<file path="config.mk">
export PLATFORM = sky130hd
export DESIGN_NAME = exc_seq
export DESIGN_NICKNAME = d
export VERILOG_FILES = /design/src/rtl/exc_seq_pkg.sv /design/src/rtl/exc_stack.sv /design/src/rtl/exc_fsm.sv /design/src/rtl/exc_seq.sv
export SDC_FILE = /design/constraint.sdc
export NUM_CORES = 1
export LEC_CHECK = 0
export BUFFER_PORTS_ARGS = -buffer_cell sky130_fd_sc_hd__buf_2
export CORE_UTILIZATION = 63
export CTS_BUF_LIST = sky130_fd_sc_hd__clkbuf_16
export DETAILED_ROUTE_END_ITERATION = 10
export PLACE_DENSITY_LB_ADDON = 0.2
export REMOVE_ABC_BUFFERS = 1
export SYNTH_ARGS = -nofsm -noshare
export SYNTH_HDL_FRONTEND = slang
export SYNTH_HIERARCHICAL = 1
export SYNTH_SLANG_ARGS = --single-unit
</file>
<file path="constraint.sdc">
create_clock -name clk -period 6.5 [get_ports clk]
set_input_delay 0 -clock clk [delete_from_list [all_inputs] [get_ports clk]]
set_output_delay 0 -clock clk [all_outputs]
set_load 0.02 [all_outputs]
</file>
<file path="src/rtl/exc_seq_pkg.sv">
package exc_seq_pkg;

    localparam int unsigned NUM_W_DEF  = 6;
    localparam int unsigned PRIO_W_DEF = 3;
    localparam int unsigned DEPTH_DEF  = 4;

    typedef enum logic [2:0] {
        ST_THREAD,
        ST_STACKING,
        ST_VECFETCH,
        ST_HANDLER,
        ST_UNSTACKING
    } seq_state_e;

    // lower value is the more urgent priority
    function automatic logic outranks(input logic [7:0] cand, input logic [7:0] ref_lvl);
        return cand < ref_lvl;
    endfunction

endpackage

</file>
<file path="src/rtl/exc_stack.sv">
module exc_stack #(
    parameter int unsigned DEPTH  = 4,
    parameter int unsigned NUM_W  = 6,
    parameter int unsigned PRIO_W = 3,
    localparam int unsigned CNT_W = $clog2(DEPTH + 1)
) (
    input  logic              clk,
    input  logic              rst,
    input  logic              push,
    input  logic              pop,
    input  logic [PRIO_W-1:0] push_prio,
    input  logic [NUM_W-1:0]  push_num,
    output logic [CNT_W-1:0]  cnt,
    output logic [PRIO_W-1:0] top_prio,
    output logic [NUM_W-1:0]  top_num,
    output logic [PRIO_W-1:0] below_prio,
    output logic              full
);

    logic [PRIO_W-1:0] prio_q [DEPTH];
    logic [NUM_W-1:0]  num_q  [DEPTH];

    assign full = (cnt == CNT_W'(DEPTH));

    always_ff @(posedge clk) begin
        if (rst) begin
            cnt <= '0;
            for (int i = 0; i < DEPTH; i++) begin
                prio_q[i] <= '0;
                num_q[i]  <= '0;
            end
        end else if (push && !full) begin
            for (int i = 0; i < DEPTH; i++) begin
                if (cnt == CNT_W'(i)) begin
                    prio_q[i] <= push_prio;
                    num_q[i]  <= push_num;
                end
            end
            cnt <= cnt + 1'b1;
        end else if (pop && cnt != '0) begin
            cnt <= cnt - 1'b1;
        end
    end

    // top entry and the one beneath it
    always_comb begin
        top_prio   = '0;
        top_num    = '0;
        below_prio = '0;
        for (int i = 0; i < DEPTH; i++) begin
            if (cnt == CNT_W'(i + 1)) begin
                top_prio = prio_q[i];
                top_num  = num_q[i];
            end
            if (cnt == CNT_W'(i + 2)) begin
                below_prio = prio_q[i];
            end
        end
    end

endmodule

</file>
<file path="src/rtl/exc_fsm.sv">
module exc_fsm
    import exc_seq_pkg::*;
#(
    parameter int unsigned DEPTH  = 4,
    parameter int unsigned NUM_W  = 6,
    parameter int unsigned PRIO_W = 3,
    localparam int unsigned CNT_W = $clog2(DEPTH + 1)
) (
    input  logic              clk,
    input  logic              rst,
    input  logic              req_valid,
    input  logic [NUM_W-1:0]  req_num,
    input  logic [PRIO_W-1:0] req_prio,
    input  logic              hdl_done,
    input  logic              first_exec,
    input  logic              push_done,
    input  logic              pop_done,
    input  logic              fetch_done,
    input  logic [CNT_W-1:0]  stk_cnt,
    input  logic [PRIO_W-1:0] stk_top_prio,
    input  logic [PRIO_W-1:0] stk_below_prio,
    input  logic              stk_full,
    output logic              push_req,
    output logic              pop_req,
    output logic              fetch_req,
    output logic [NUM_W-1:0]  fetch_num,
    output logic              stk_push,
    output logic              stk_pop,
    output logic [PRIO_W-1:0] stk_push_prio,
    output logic [NUM_W-1:0]  stk_push_num
);

    seq_state_e        state_q, state_d;
    logic [NUM_W-1:0]  tgt_num_q;
    logic [PRIO_W-1:0] tgt_prio_q;
    logic              started_q, started_d;
    logic              take;

    logic empty, beats_top, may_preempt, may_chain, late;

    assign empty       = (stk_cnt == '0);
    assign beats_top   = empty || outranks(8'(req_prio), 8'(stk_top_prio));
    assign may_preempt = req_valid && !stk_full && beats_top;
    assign may_chain   = req_valid && ((stk_cnt == CNT_W'(1)) ||
                                       outranks(8'(req_prio), 8'(stk_below_prio)));
    assign late        = req_valid && outranks(8'(req_prio), 8'(tgt_prio_q));

    always_comb begin
        state_d   = state_q;
        started_d = started_q;
        take      = 1'b0;
        stk_push  = 1'b0;
        stk_pop   = 1'b0;
        case (state_q)
            ST_THREAD: begin
                if (req_valid) begin
                    take    = 1'b1;
                    state_d = ST_STACKING;
                end
            end
            ST_STACKING: begin
                take = late;
                if (push_done) state_d = ST_VECFETCH;
            end
            ST_VECFETCH: begin
                if (fetch_done) begin
                    state_d   = ST_HANDLER;
                    started_d = 1'b0;
                end else begin
                    take = late;
                end
            end
            ST_HANDLER: begin
                if (!started_q) begin
                    if (first_exec) begin
                        stk_push  = 1'b1;
                        started_d = 1'b1;
                    end else if (late) begin
                        take    = 1'b1;
                        state_d = ST_VECFETCH;
                    end
                end else if (hdl_done) begin
                    stk_pop = 1'b1;
                    if (may_chain) begin
                        take    = 1'b1;
                        state_d = ST_VECFETCH;
                    end else begin
                        state_d = ST_UNSTACKING;
                    end
                end else if (may_preempt) begin
                    take    = 1'b1;
                    state_d = ST_STACKING;
                end
            end
            ST_UNSTACKING: begin
                if (req_valid && beats_top) begin
                    take    = 1'b1;
                    state_d = ST_VECFETCH;
                end else if (pop_done) begin
                    state_d   = empty ? ST_THREAD : ST_HANDLER;
                    started_d = 1'b1;
                end
            end
            default: state_d = ST_THREAD;
        endcase
    end

    always_ff @(posedge clk) begin
        if (rst) begin
            state_q    <= ST_THREAD;
            started_q  <= 1'b0;
            tgt_num_q  <= '0;
            tgt_prio_q <= '0;
        end else begin
            state_q   <= state_d;
            started_q <= started_d;
            if (take) begin
                tgt_num_q  <= req_num;
                tgt_prio_q <= req_prio;
            end
        end
    end

    assign push_req      = (state_q == ST_STACKING);
    assign pop_req       = (state_q == ST_UNSTACKING);
    assign fetch_req     = (state_q == ST_VECFETCH);
    assign fetch_num     = tgt_num_q;
    assign stk_push_prio = tgt_prio_q;
    assign stk_push_num  = tgt_num_q;

endmodule

</file>
<file path="src/rtl/exc_seq.sv">
module exc_seq
    import exc_seq_pkg::*;
#(
    parameter int unsigned DEPTH  = DEPTH_DEF,
    parameter int unsigned NUM_W  = NUM_W_DEF,
    parameter int unsigned PRIO_W = PRIO_W_DEF
) (
    input  logic                       clk,
    input  logic                       rst,
    input  logic                       req_valid,
    input  logic [NUM_W-1:0]           req_num,
    input  logic [PRIO_W-1:0]          req_prio,
    input  logic                       hdl_done,
    input  logic                       first_exec,
    output logic                       push_req,
    input  logic                       push_done,
    output logic                       fetch_req,
    output logic [NUM_W-1:0]           fetch_num,
    input  logic                       fetch_done,
    output logic                       pop_req,
    input  logic                       pop_done,
    output logic                       act_valid,
    output logic [NUM_W-1:0]           act_num,
    output logic [$clog2(DEPTH+1)-1:0] act_depth
);

    localparam int unsigned CNT_W = $clog2(DEPTH + 1);

    logic              stk_push, stk_pop, stk_full;
    logic [PRIO_W-1:0] stk_push_prio, stk_top_prio, stk_below_prio;
    logic [NUM_W-1:0]  stk_push_num;
    logic [CNT_W-1:0]  stk_cnt;

    exc_fsm #(.DEPTH(DEPTH), .NUM_W(NUM_W), .PRIO_W(PRIO_W)) u_fsm (
        .clk            (clk),
        .rst            (rst),
        .req_valid      (req_valid),
        .req_num        (req_num),
        .req_prio       (req_prio),
        .hdl_done       (hdl_done),
        .first_exec     (first_exec),
        .push_done      (push_done),
        .pop_done       (pop_done),
        .fetch_done     (fetch_done),
        .stk_cnt        (stk_cnt),
        .stk_top_prio   (stk_top_prio),
        .stk_below_prio (stk_below_prio),
        .stk_full       (stk_full),
        .push_req       (push_req),
        .pop_req        (pop_req),
        .fetch_req      (fetch_req),
        .fetch_num      (fetch_num),
        .stk_push       (stk_push),
        .stk_pop        (stk_pop),
        .stk_push_prio  (stk_push_prio),
        .stk_push_num   (stk_push_num)
    );

    exc_stack #(.DEPTH(DEPTH), .NUM_W(NUM_W), .PRIO_W(PRIO_W)) u_stack (
        .clk        (clk),
        .rst        (rst),
        .push       (stk_push),
        .pop        (stk_pop),
        .push_prio  (stk_push_prio),
        .push_num   (stk_push_num),
        .cnt        (stk_cnt),
        .top_prio   (stk_top_prio),
        .top_num    (act_num),
        .below_prio (stk_below_prio),
        .full       (stk_full)
    );

    assign act_depth = stk_cnt;
    assign act_valid = (stk_cnt != '0);

endmodule

</file>
Word level (Yosys, flattened, before mapping). Memory sizes are Yosys's and may differ from the RTL's. Index checks and enable logic that the tools add are counted.

$add $sub $neg: 2. $lt $le $gt $ge: 3. Eq/ne operators: 18. Muxes and demuxes: 74. Bitwise logic cells: 8. Reductions and logical operators: 17.

Operator list (number): $mux W3 (25); $mux W6 (8); $mux W1 (37); $pmux W3 S5 (1); $eq A3 B2 Y1 const B (4); $eq A3 B3 Y1 const B (3); $lt A3 B3 Y1 (3); $or A1 B1 Y1 (8); $logic_and A1 B1 Y1 (7); $reduce_and A7 Y1 (1); $eq A3 B1 Y1 const B (2); $logic_not A3 Y1 (2); $ne A2 B1 Y1 const B (3); $ne A3 B1 Y1 const B (2); $reduce_bool A3 Y1 (2); $pmux W1 S5 (1); $ne A2 B2 Y1 const B (2); $ne A4 B4 Y1 const B (1); $reduce_and A4 Y1 (1); $add A3 B1 Y3 const B (1); $ne A3 B2 Y1 const B (1); $pmux W1 S3 (1); $sub A3 B1 Y3 const B (1); $logic_or A1 B1 Y1 (2); 3 further kinds (3).

Bits in registers: 16. Memory bits (writable): 36. Bits of input ports: 17. Output and inout bits: 19. Word-level logic and storage cells: 129. Memories kept: 2.

Memories: u_stack.num_q (depth 4, bits a word 6, read ports 4, clocked after Yosys merged registers in 0, wr ports 4, RTL line exc_stack.sv:21) `logic [NUM_W-1:0] num_q [DEPTH];`; u_stack.prio_q (depth 4, bits a word 3, read ports 4, clocked after Yosys merged registers in 0, wr ports 4, RTL line exc_stack.sv:20) `logic [PRIO_W-1:0] prio_q [DEPTH];`.

Depth between registers and ports, before layout. Gate-level depths: netlist (run 1).

Depth after elaboration: 12. Gate-level depth with buffers: 17.

Modules after synthesis. Netlist (run 1), hierarchy kept.

Modules (own cells, without submodules): exc_stack (instances 1, cells an instance 193, area an instance 2193.4 um^2, seq. area each 1141.1 um^2); exc_fsm (instances 1, cells an instance 136, area an instance 1063.5 um^2, seq. area each 260.2 um^2); exc_seq (instances 1, cells an instance 1, area an instance 6.3 um^2, seq. area each 0.0 um^2).

Worst setup path before layout (run 1). Ideal clock, no wire load.

Kind: register to register. Start point: register u_stack.cnt[2]. End point: register u_fsm.state_q[0]. Arrival: 3424 ps. Data required time: 6430 ps. Path slack: 3007 ps. Cell stages (with the launch flop): 16. Buffers on the path: 4. Period minus slack after synthesis: 3493 ps. Cells stage by stage: dfxtp_1 buf_4 buf_4 inv_1 ha_1 clkbuf_1 buf_4 a221oi_1 a221o_1 inv_1 ha_1 a211oi_2 o21ai_2 o22a_1 or4_1 a21oi_1.

Cells in the longest elaborated chain, start to end: 10. Elaborated cells on any way between the ends: 22. Classes of those cells: order compare (1); eq/ne (6); mux (8); reduce/logical (7).

RTL lines: start: declaration (RTL line exc_stack.sv:13) `output logic [CNT_W-1:0] cnt,`; start signal: assignment (RTL line exc_stack.sv:39) `cnt <= cnt + 1'b1;`; start signal: assignment (RTL line exc_stack.sv:41) `cnt <= cnt - 1'b1;`; $eq A3 B1 Y1 (RTL line exc_stack.sv:51) `if (cnt == CNT_W'(i + 1)) begin`; $mux W3 (3 in a row) (RTL line exc_stack.sv:51); $mux W3 (*) (RTL line exc_stack.sv:51); named net stk_top_prio[1] (RTL line exc_seq.sv:30) `logic [PRIO_W-1:0] stk_push_prio, stk_top_prio, stk_below_prio;`; $lt A3 B3 Y1 (*) (RTL line exc_seq_pkg.sv:17) `return cand < ref_lvl;`; $logic_or A1 B1 Y1 (*) (RTL line exc_fsm.sv:42) `assign beats_top = empty || outranks(8'(req_prio), 8'(stk_top_prio));`; $logic_and A1 B1 Y1, on equally long branches (RTL line exc_fsm.sv:43, exc_fsm.sv:96); $ne A4 B4 Y1 (no line) (tied with other cells); $reduce_and A7 Y1 (no line) / $pmux W3 S5 (equally long branches); end signal: assignment (RTL line exc_fsm.sv:115) `state_q <= state_d;`; end: declaration (RTL line exc_fsm.sv:33) `seq_state_e state_q, state_d;`.

The timed path passes the listed nets; every way through them passes the cells marked *. The select of a mux whose other input is x is not followed. A chain may end at the register's enable or synchronous reset.

Worst setup path after layout (run 1).
Start point: register u_stack.cnt[1]. End point: register u_fsm.tgt_num_q[4] (netlist: u_fsm/fetch_num[4]).

Cells in the longest elaborated chain, start to end: 12. Elaborated cells on any way between the ends: 29. Classes of those cells: order compare (2); eq/ne (5); mux (14); reduce/logical (8).

RTL lines: $eq A3 B1 Y1 (RTL line exc_stack.sv:51); $mux W3 (3 in a row) (RTL line exc_stack.sv:51); $mux W3 (*) (RTL line exc_stack.sv:51); named net stk_top_prio[1] (RTL line exc_seq.sv:30); $lt A3 B3 Y1 (*) (RTL line exc_seq_pkg.sv:17); $logic_or A1 B1 Y1 (*) (RTL line exc_fsm.sv:42); $logic_and A1 B1 Y1 (RTL line exc_fsm.sv:43) `assign may_preempt = req_valid && !stk_full && beats_top;`; $mux W1 (RTL line exc_fsm.sv:90) `end else if (may_preempt) begin`; $mux W1 (RTL line exc_fsm.sv:82) `end else if (hdl_done) begin`; $mux W1 (RTL line exc_fsm.sv:74) `if (!started_q) begin`; $pmux W1 S5 (*) (RTL line exc_fsm.sv:54) `case (state_q)`; end signal: assignment (RTL line exc_fsm.sv:118) `tgt_num_q <= req_num;`; end: declaration (RTL line exc_fsm.sv:34) `logic [NUM_W-1:0] tgt_num_q;`.

The timed path passes the listed nets; every way through them passes the cells marked *.

==> impl_metrics.yaml, run 1 <==
layout:
  multiInputGateArea_um2: 1600
  regArea_um2: 1400
  antennaDiodeCount: 0
  fin_nets: 380
  fill_cells: 378
  drive_above_1_share: 0.153
  syn_to_final_growth_pct: 9.16
yosys:
  yosysUniqueCellTypes: 50
  yosysSeqAreaShare: 0.429
  synth_area_um2: 3260
  async_flop_share: 0
  synth_area_leader_cell: "edfxtp_1"
  yosysWarnings: 6
  synth-seq-cells: 52
  ys_dominant_reg_cell: "edfxtp_1"
  synth_area_leaders: "edfxtp_1 (33%), dfxtp_1 (9.8%), and3_1 (5.8%)"
  netlist_instances: 330
  synth_edf_count: 36
  synth_top_area_frac: 0.331
  synth.avg_cell_area_um2: 9.89
cts:
  hold_buffers: 5
  post_cts_buffers: 0
  numCtsBuffers: 5
  clock-sinks: 52
  cts_root_buffer: "clkbuf_16"
  htree_levels: 2
  cts_tree: "yes"
  insertion_delay_ps: 290
  clk_pin_slew_worst_paths_ps: 70
  clockBufferDepth: 2
  ctsResizeCount: 0
timing:
  tns_ps: 0
  fin_crit_ps: 4580
  holdWs_ps: 2.91
  slew_violations: 0
  hold_viol_final: 0
  fmax_ghz: 0.218
  finalSetupViolCount: 0
  finalClockSkew_ps: 6.68
  worstMarginPinSlew_ps: 958
  relSlewSlack: 0.361
  rsz0062_at_grt: "false"
  post-route-period-util: 0.704
placed_design:
  dp_hpwl_um: 4770
  routabilityCongestion: 0.868
  port_buffers: 35
pwr:
  p_clk_frac: 0.287
  combPwrFrac: 0.260
  seqPwrFrac: 0.453
  p_per_area_nw_per_um2: 264
  peakVddDrop_uv: 212
  internal-power_uw: 633
  power_switching_uw: 309
  p_leak_uw: 0.00150
  p_sw_frac: 0.328
routing:
  postRouteAntennaNets: 0
  firstDrtPassIters: 5
  num_vias: 2644
  drc_errors: 0
  routed_via_density: 6.31
  wl_per_cell_um: 18.0
  wl_um: 7550
  first_iter_violations: 280
setup_path:
  required_ps: 6720
  reg2reg_slack_ps: 1920
  crit_path_end_kind: "flop"
  cp_max_fo: 25
  crit_path_start_kind: "flop"
  r2r_start: "u_stack/cnt[1]"
  r2r-end: "u_fsm/fetch_num[4]"
  arrival_ps: 4800
  crit_type: "flop to flop"
  r2r_cells: 12
worst_hold_path:
  hp-start: "req_num[5]"
  hold_path_class: "input port to flop"
  hold_path_end: "u_fsm/fetch_num[5]"
  hold_path_depth: 3
global_route:
  grt_overflow_total: 0
  grt_use_total: 0.293
  grt_pass1_wl_um: 12100
  grt_pass1_vias: 2439
  grt_max_degree: 29
  antenna_found_initial: 0
die:
  fp.dieArea_um2: 5470
  num_io_pins: 36
  die_x_um: 74.0
  initial_core_util: 0.673
  rows: 25
  die_height_um: 74.0
  core-area_um2: 4850
job:
  maxCapViolations: 0
outcome:
  status: "completed"
flip-flops by register name, summed over array words and instances (netlist names):
register / cells
u_stack/num_q: 24
u_stack/prio_q: 12
u_fsm/fetch_num: 6
u_fsm/state_q: 3
u_fsm/stk_push_prio: 3
u_stack/cnt: 3
u_fsm/started_q: 1
per-stage QoR:
step / utilization / worst slack, ps / total power, uW / cells / area (um^2)
6_report: 0.735 / 1920 / 942 / 419 / 3560
5_1_grt: 0.735 / 1710 / 987 / 419 / 3560
4_1_cts: 0.735 / 1970 / 943 / 419 / 3560
3_5_place_dp: 0.693 / 2010 / 671 / 406 / 3360
3_3_place_gp: 0.693 / 2130 / 668 / 406 / 3360
2_1_floorplan: - / 2660 / 593 / 302 / 3090
cells in the mapped netlist, types with 2 or more instances:
| cell | instances |
|---|---|
| nor2b_1 | 10 |
| a221oi_1 | 10 |
| o31ai_1 | 4 |
| edfxtp_1 | 36 |
| o21a_1 | 4 |
| clkbuf_1 | 7 |
| nand3b_1 | 9 |
| o21ai_2 | 2 |
| a2bb2oi_1 | 2 |
| and3_1 | 30 |
| o211ai_1 | 2 |
| o21ai_0 | 11 |
| a221o_1 | 10 |
| a31oi_1 | 3 |
| o2111ai_1 | 2 |
| a22oi_1 | 2 |
| nor2_1 | 12 |
| nand2_1 | 19 |
| nor3b_1 | 2 |
| dfxtp_1 | 16 |
| mux2i_1 | 10 |
| or2b_1 | 2 |
| a21oi_1 | 16 |
| buf_4 | 10 |
| buf_6 | 3 |
| inv_1 | 22 |
| and2_1 | 11 |
| buf_2 | 8 |
| nand2b_1 | 21 |
| ha_1 | 12 |
| a32o_1 | 3 |
critical path, cell delays in order (launching register included):
cell	delay, ps
dfxtp_1	500
ha_1	230
ha_1	790
nor2b_1	750
a221o_1	270
inv_1	50
ha_1	290
a211oi_2	100
o21ai_2	270
o22ai_1	140
a31oi_1	640
buf_4	290
mux2i_1	190
power by group through the flow:
stage	combinational (uW)	sequential, uW	clock, uW
CTS	242	426	275
detailed placement	238	433	0
global route	269	432	286
global placement	236	432	0
floorplan	161	432	0
finish	245	427	270
worst max path at each step:
stage | cells past startpoint | endpoint | start | slack, ps
after floorplan | 13 | u_fsm/fetch_num[0] | u_stack/cnt[2] | 2660
after global placement | 13 | u_fsm/fetch_num[1] | u_stack/cnt[1] | 2130
after detailed placement | 13 | u_fsm/fetch_num[1] | u_stack/cnt[1] | 2010
after CTS | 13 | u_fsm/fetch_num[0] | u_stack/cnt[1] | 1970
after global routing | 13 | u_fsm/fetch_num[0] | u_stack/cnt[1] | 1710
final | 12 | u_fsm/fetch_num[4] | u_stack/cnt[1] | 1920
cells by family after synthesis:
group / after synthesis / synth area share
flops: 52 / 0.429
buf+inv: 50 / 0.0790
fa+ha+maj: 12 / 0.0460
simple gates: 126 / 0.230
mux: 11 / 0.0341
compound gates: 79 / 0.181
metal layers:
metal  part of all wire  global-route usage
met1               0.43               0.419
met2               0.49               0.459
met3              0.074              0.0556
met4             0.0097              0.0791
met5                  0                   0
cell type report:
cell class | count | share of cell area
clock buffer | 5 | 0.0351
clock inverter | 3 | 0.00702
inverter | 22 | 0.0232
multi-input combinational | 228 | 0.450
sequential | 52 | 0.393
tap | 67 | 0.0235
timing repair buffer | 42 | 0.0674
cell usage in the layout, fill, tap and decap left out, drive strengths merged, types with 5 or more instances in the layout:
| master | instances |
|---|---|
| nor2 | 12 |
| edfxtp | 36 |
| nor2b | 11 |
| nand3b | 9 |
| inv | 24 |
| a221o | 10 |
| a21oi | 16 |
| nand2 | 19 |
| and2 | 12 |
| dlygate4sd3 | 5 |
| clkbuf | 5 |
| nand2b | 21 |
| a221oi | 10 |
| buf | 37 |
| ha | 12 |
| o21ai | 13 |
| and3 | 30 |
| dfxtp | 16 |
| mux2i | 10 |
Note: power is estimated with default switching activity, not from simulation.
==> run 2, diff against run 1 <==
- CORE_UTILIZATION: 63 -> 53
- clock period: 6.5 -> 4 ns (I/O delays scaled with it)
==> run 2 against run 1 <==
  * Largest power group unchanged
  * Sequential share of layout area is 1.1 points lower
  * Highest routed layer unchanged
  * Critical path type unchanged
  * First-iteration DRC count is 39% lower
  * Sequential power is 62% higher
==> impl_metrics.yaml, run 2 (synthesized netlist as in run 1, its figures left out) <==
cts:
  cts_tree: "yes"
  clk_pin_slew_worst_paths_ps: 70
  numCtsBuffers: 5
  clockBufferDepth: 2
  clock-sinks: 52
  cts_root_buffer: "clkbuf_16"
  insertion_delay_ps: 290
  htree_levels: 2
routing:
  postRouteAntennaNets: 0
  wl_per_cell_um: 17.5
  firstDrtPassIters: 4
  routed_via_density: 6.11
  first_iter_violations: 170
  wl_um: 7670
  num_vias: 2675
  drc_errors: 0
setup_path:
  r2r-end: "u_fsm/fetch_num[0]"
  arrival_ps: 3820
  startpoint: "u_stack/cnt[0]"
  reg2reg_slack_ps: 410
  crit_path_start_kind: "flop"
  r2r_cells: 14
  r2r_start: "u_stack/cnt[0]"
  required_ps: 4220
  crit_type: "flop to flop"
  cp_max_fo: 16
  crit_path_end_kind: "flop"
global_route:
  antenna_found_initial: 0
  grt_overflow_total: 0
  grt_pass1_wl_um: 12400
  grt_use_total: 0.254
  grt_max_degree: 28
  grt_pass1_vias: 2546
die:
  core-area_um2: 5920
  die_x_um: 80.5
  die_height_um: 80.5
  initial_core_util: 0.551
  rows: 28
  num_io_pins: 36
  fp.dieArea_um2: 6470
placed_design:
  port_buffers: 35
  place_ws_ps: 466
  dp_hpwl_um: 5200
  routabilityCongestion: 0.849
  place_inst: 423
job:
  maxCapViolations: 0
pwr:
  p_leak_uw: 0.00155
  p_per_area_nw_per_um2: 423
  peakVddDrop_uv: 288
  total_power_uw: 1550
worst_hold_path:
  hold_path_depth: 3
  hp-start: "req_prio[1]"
  hold_path_class: "input port to flop"
  hold_path_end: "u_fsm/stk_push_prio[1]"
layout:
  drive_above_1_share: 0.174
  fin_cells: 438
  fin_nets: 391
  final_common_cell: "edfxtp_1"
  fill_cells: 488
  antennaDiodeCount: 0
  syn_to_final_growth_pct: 12.2
  largest_reg_flops: 24
  multiInputGateArea_um2: 1600
  mostFrequentLayoutCells: "edfxtp_1 (36), buf_2 (35), and3_1 (30)"
  regArea_um2: 1400
  largest_register: "u_stack/num_q"
timing:
  relSlewSlack: 0.582
  hold_viol_final: 0
  rsz0062_at_grt: "false"
  fin_crit_ps: 3590
  finalClockSkew_ps: 5.84
  finalSetupViolCount: 0
  worstMarginPinSlew_ps: 625
  tns_ps: 0
  fin_ws_ps: 406
  slew_violations: 0
  fmax_ghz: 0.278
  post-route-period-util: 0.899
outcome:
  status: "completed"
-- run 2: cell types whose count changed in the layout (fill, tap and decap cells not counted), sizes merged --
cell	change
buf	+9
dlygate4sd3	+2
clkinv	+1
inv	-1
-- run 2: per-layer routing --
layer	track usage	up-vias	routed length, um	share of wire
met5	0	-	0	0
met4	0.0750	0	68	0.0089
met3	0.0239	6	406	0.053
met2	0.427	99	3690	0.48
met1	0.344	1295	3500	0.46
li1	-	1275	-	-
-- run 2: through the flow --
step                hold slack [ps]  cell area, um^2  utilization
floorplan                      69.1             3090            -
global placement                256             3440        0.581
detailed placement              270             3440        0.581
CTS                            8.26             3660        0.619
global route                   31.7             3660        0.619
finish                         11.2             3660        0.619
-- run 2: how the worst max path moves through the flow --
stage,endpoint,slack [ps],depth (start not counted)
2_1_floorplan,u_fsm/fetch_num[0],160,13
3_3_place_gp,u_fsm/state_q[0],550,12
3_5_place_dp,u_fsm/fetch_num[1],470,14
4_1_cts,u_fsm/fetch_num[1],450,14
5_1_grt,u_fsm/fetch_num[0],170,14
6_report,u_fsm/fetch_num[0],410,14
-- run 2: critical path, cell delays in order (launching register included) --
cell and delay [ps]:
dfxtp_1 390, inv_1 170, ha_1 500, nor3b_1 450, a221o_1 230, a32o_1 130
inv_1 50, ha_1 260, nand2_1 50, o21ai_0 320, o21a_1 190, o41ai_1 70
a31oi_1 290, buf_4 240, mux2i_1 190
-- run 2: repair_timing --
item | 4_1_cts | 5_1_grt
endpoints found under the setup margin | 0 | 0
setup buffers | 0 | 0
hold buffers | 7 | 0
resized for setup | 0 | 0
hold endpoints to repair | 7 | 0
-- run 2: layout make-up --
type | count | share of cell area
multi-input combinational | 228 | 0.438
clock inverter | 3 | 0.00752
tap | 75 | 0.0256
clock buffer | 5 | 0.0342
inverter | 22 | 0.0225
sequential | 52 | 0.383
timing repair buffer | 53 | 0.0895
-- run 2: report_power, final --
part / leakage, uW / internal, uW / switching (uW)
Clock: 0.0000719 / 238 / 204
Sequential: 0.000503 / 625 / 68.4
Combinational: 0.000980 / 180 / 235
==> run 3, diff against run 2 <==
- CTS_BUF_LIST: sky130_fd_sc_hd__clkbuf_16 -> default
==> run 3 against run 2 <==
  * Highest routed layer unchanged
  * Critical path type unchanged
  * Critical endpoint is now u_fsm/fetch_num[1]
  * Combinational power barely moved
  * Wire length shrank 0.33%
  * Critical path depth is the same
  * Non-clock buffer count increased by 2
  * Clock skew rose by 1.0 ps
==> impl_metrics.yaml, run 3 (synthesized netlist as in run 1, its figures left out) <==
outcome:
  status: "completed"
timing:
  slew_violations: 0
  rsz0062_at_grt: "false"
  fin_crit_ps: 3620
  fmax_ghz: 0.276
  holdWs_ps: 42.7
  tns_ps: 0
  hold_viol_final: 0
  finalClockSkew_ps: 6.83
  relSlewSlack: 0.622
  post-route-period-util: 0.906
  worstMarginPinSlew_ps: 566
  finalSetupViolCount: 0
cts:
  clockBufferDepth: 2
  clock-sinks: 52
  cts_root_buffer: "clkbuf_8"
  post_cts_buffers: 0
  insertion_delay_ps: 310
  clk_pin_slew_worst_paths_ps: 100
  ctsResizeCount: 0
  hold_buffers: 9
  numCtsBuffers: 5
  cts_tree: "yes"
  htree_levels: 2
routing:
  first_iter_violations: 148
  postRouteAntennaNets: 0
  drc_errors: 0
  firstDrtPassIters: 4
  routed_via_density: 6.03
  wl_per_cell_um: 17.4
  wl_um: 7650
  num_vias: 2654
layout:
  regArea_um2: 1400
  fill_cells: 511
  antennaDiodeCount: 0
  syn_to_final_growth_pct: 11.1
  drive_above_1_share: 0.173
  fin_nets: 393
  fin_area_um2: 3630
  largest_register: "u_stack/num_q"
  final_common_cell: "edfxtp_1"
  largest_reg_flops: 24
  mostFrequentLayoutCells: "edfxtp_1 (36), buf_2 (35), and3_1 (30)"
  multiInputGateArea_um2: 1600
global_route:
  antenna_found_initial: 0
  grt_use_total: 0.256
  grt_overflow_total: 0
  grt_pass1_vias: 2511
  grt_max_degree: 28
  grt_pass1_wl_um: 12400
setup_path:
  crit_type: "flop to flop"
  crit_path_end_kind: "flop"
  r2r_start: "u_stack/cnt[0]"
  worstSetupEndpoint: "u_fsm/fetch_num[1]"
  startpoint: "u_stack/cnt[0]"
  path_delay_family: "compound AO/OA/AOI/OAI gates"
  cp.depth: 14
  r2r_cells: 14
  cp_slowest_cell: "ha_1"
  crit_path_start_kind: "flop"
  arrival_ps: 3870
  required_ps: 4250
  worstPathCellList: "inv_1 > ha_1 > nor3b_1 > a221o_1 > a32o_1 > inv_1 > ha_1 > nand2_1 > o21ai_0 > o21a_1 > o41ai_1 > a31oi_1 > buf_4 > mux2i_1"
  cpPeakStageDelay_ps: 490
  cp_num_buf_inv: 3
  r2r-end: "u_fsm/fetch_num[1]"
  cp_max_fo: 16
  reg2reg_slack_ps: 380
die:
  initial_core_util: 0.551
  fp.dieArea_um2: 6470
  die_height_um: 80.5
  num_io_pins: 36
  die_x_um: 80.5
  core-area_um2: 5920
  rows: 28
pwr:
  internal-power_uw: 934
  combPwrFrac: 0.291
  seqPwrFrac: 0.484
  p_per_area_nw_per_um2: 394
  p_leak_uw: 0.00154
  p_sw_frac: 0.347
  p_clk_frac: 0.225
  power_switching_uw: 496
  peakVddDrop_uv: 287
  total_power_uw: 1430
worst_hold_path:
  hp-start: "req_prio[0]"
  hold_path_class: "input port to flop"
placed_design:
  placed_area_um2: 3440
  dp_hpwl_um: 5200
  routabilityCongestion: 0.849
  port_buffers: 35
job:
  maxCapViolations: 0
-- run 3: cell count changes in the layout (fill, tap and decap cells not counted) --
cell           delta
dlygate4sd3_1     +2
clkbuf_8          +5
clkbuf_16         -5
-- run 3: per-layer routing --
layer / global-route usage / vias to the layer above / part of all wire
met5: 0 / - / 0
met4: 0.0804 / 0 / 0.012
met3: 0.0375 / 7 / 0.039
met2: 0.416 / 76 / 0.49
met1: 0.351 / 1297 / 0.46
li1: - / 1274 / -
-- run 3: power by group through the flow --
stage,sequential [uW],clock [uW],combinational [uW]
2_1_floorplan,702,0,262
3_3_place_gp,703,0,397
3_5_place_dp,703,0,405
4_1_cts,691,332,412
5_1_grt,702,351,453
6_report,692,321,416
-- run 3: cell type report --
cell class / count / share of cell area
Sequential cell: 52 / 0.386
Clock buffer: 5 / 0.0190
Multi-Input combinational cell: 228 / 0.442
Inverter: 22 / 0.0228
Timing Repair Buffer: 55 / 0.0959
Tap cell: 75 / 0.0259
Clock inverter: 3 / 0.00759
-- run 3: metrics by stage --
step / instances / setup WS (ps) / utilization
2_1_floorplan: 302 / 158 / -
3_3_place_gp: 423 / 552 / 0.581
3_5_place_dp: 423 / 466 / 0.581
4_1_cts: 440 / 448 / 0.612
5_1_grt: 440 / 165 / 0.612
6_report: 440 / 377 / 0.612
-- run 3: worst min path at each step --
stage,endpoint,cells past startpoint
finish,u_fsm/stk_push_prio[0],3
CTS,u_fsm/stk_push_prio[0],3
floorplan,u_fsm/state_q[0],1
detailed placement,u_fsm/fetch_num[0],3
global route,u_fsm/stk_push_prio[0],3
global placement,u_fsm/fetch_num[2],3
-- run 3: tightest hold or removal path, delay by kind of cell --
family        cells  cell delay [ps]
buf+inv           1              110
mux               1               50
simple gates      1              150
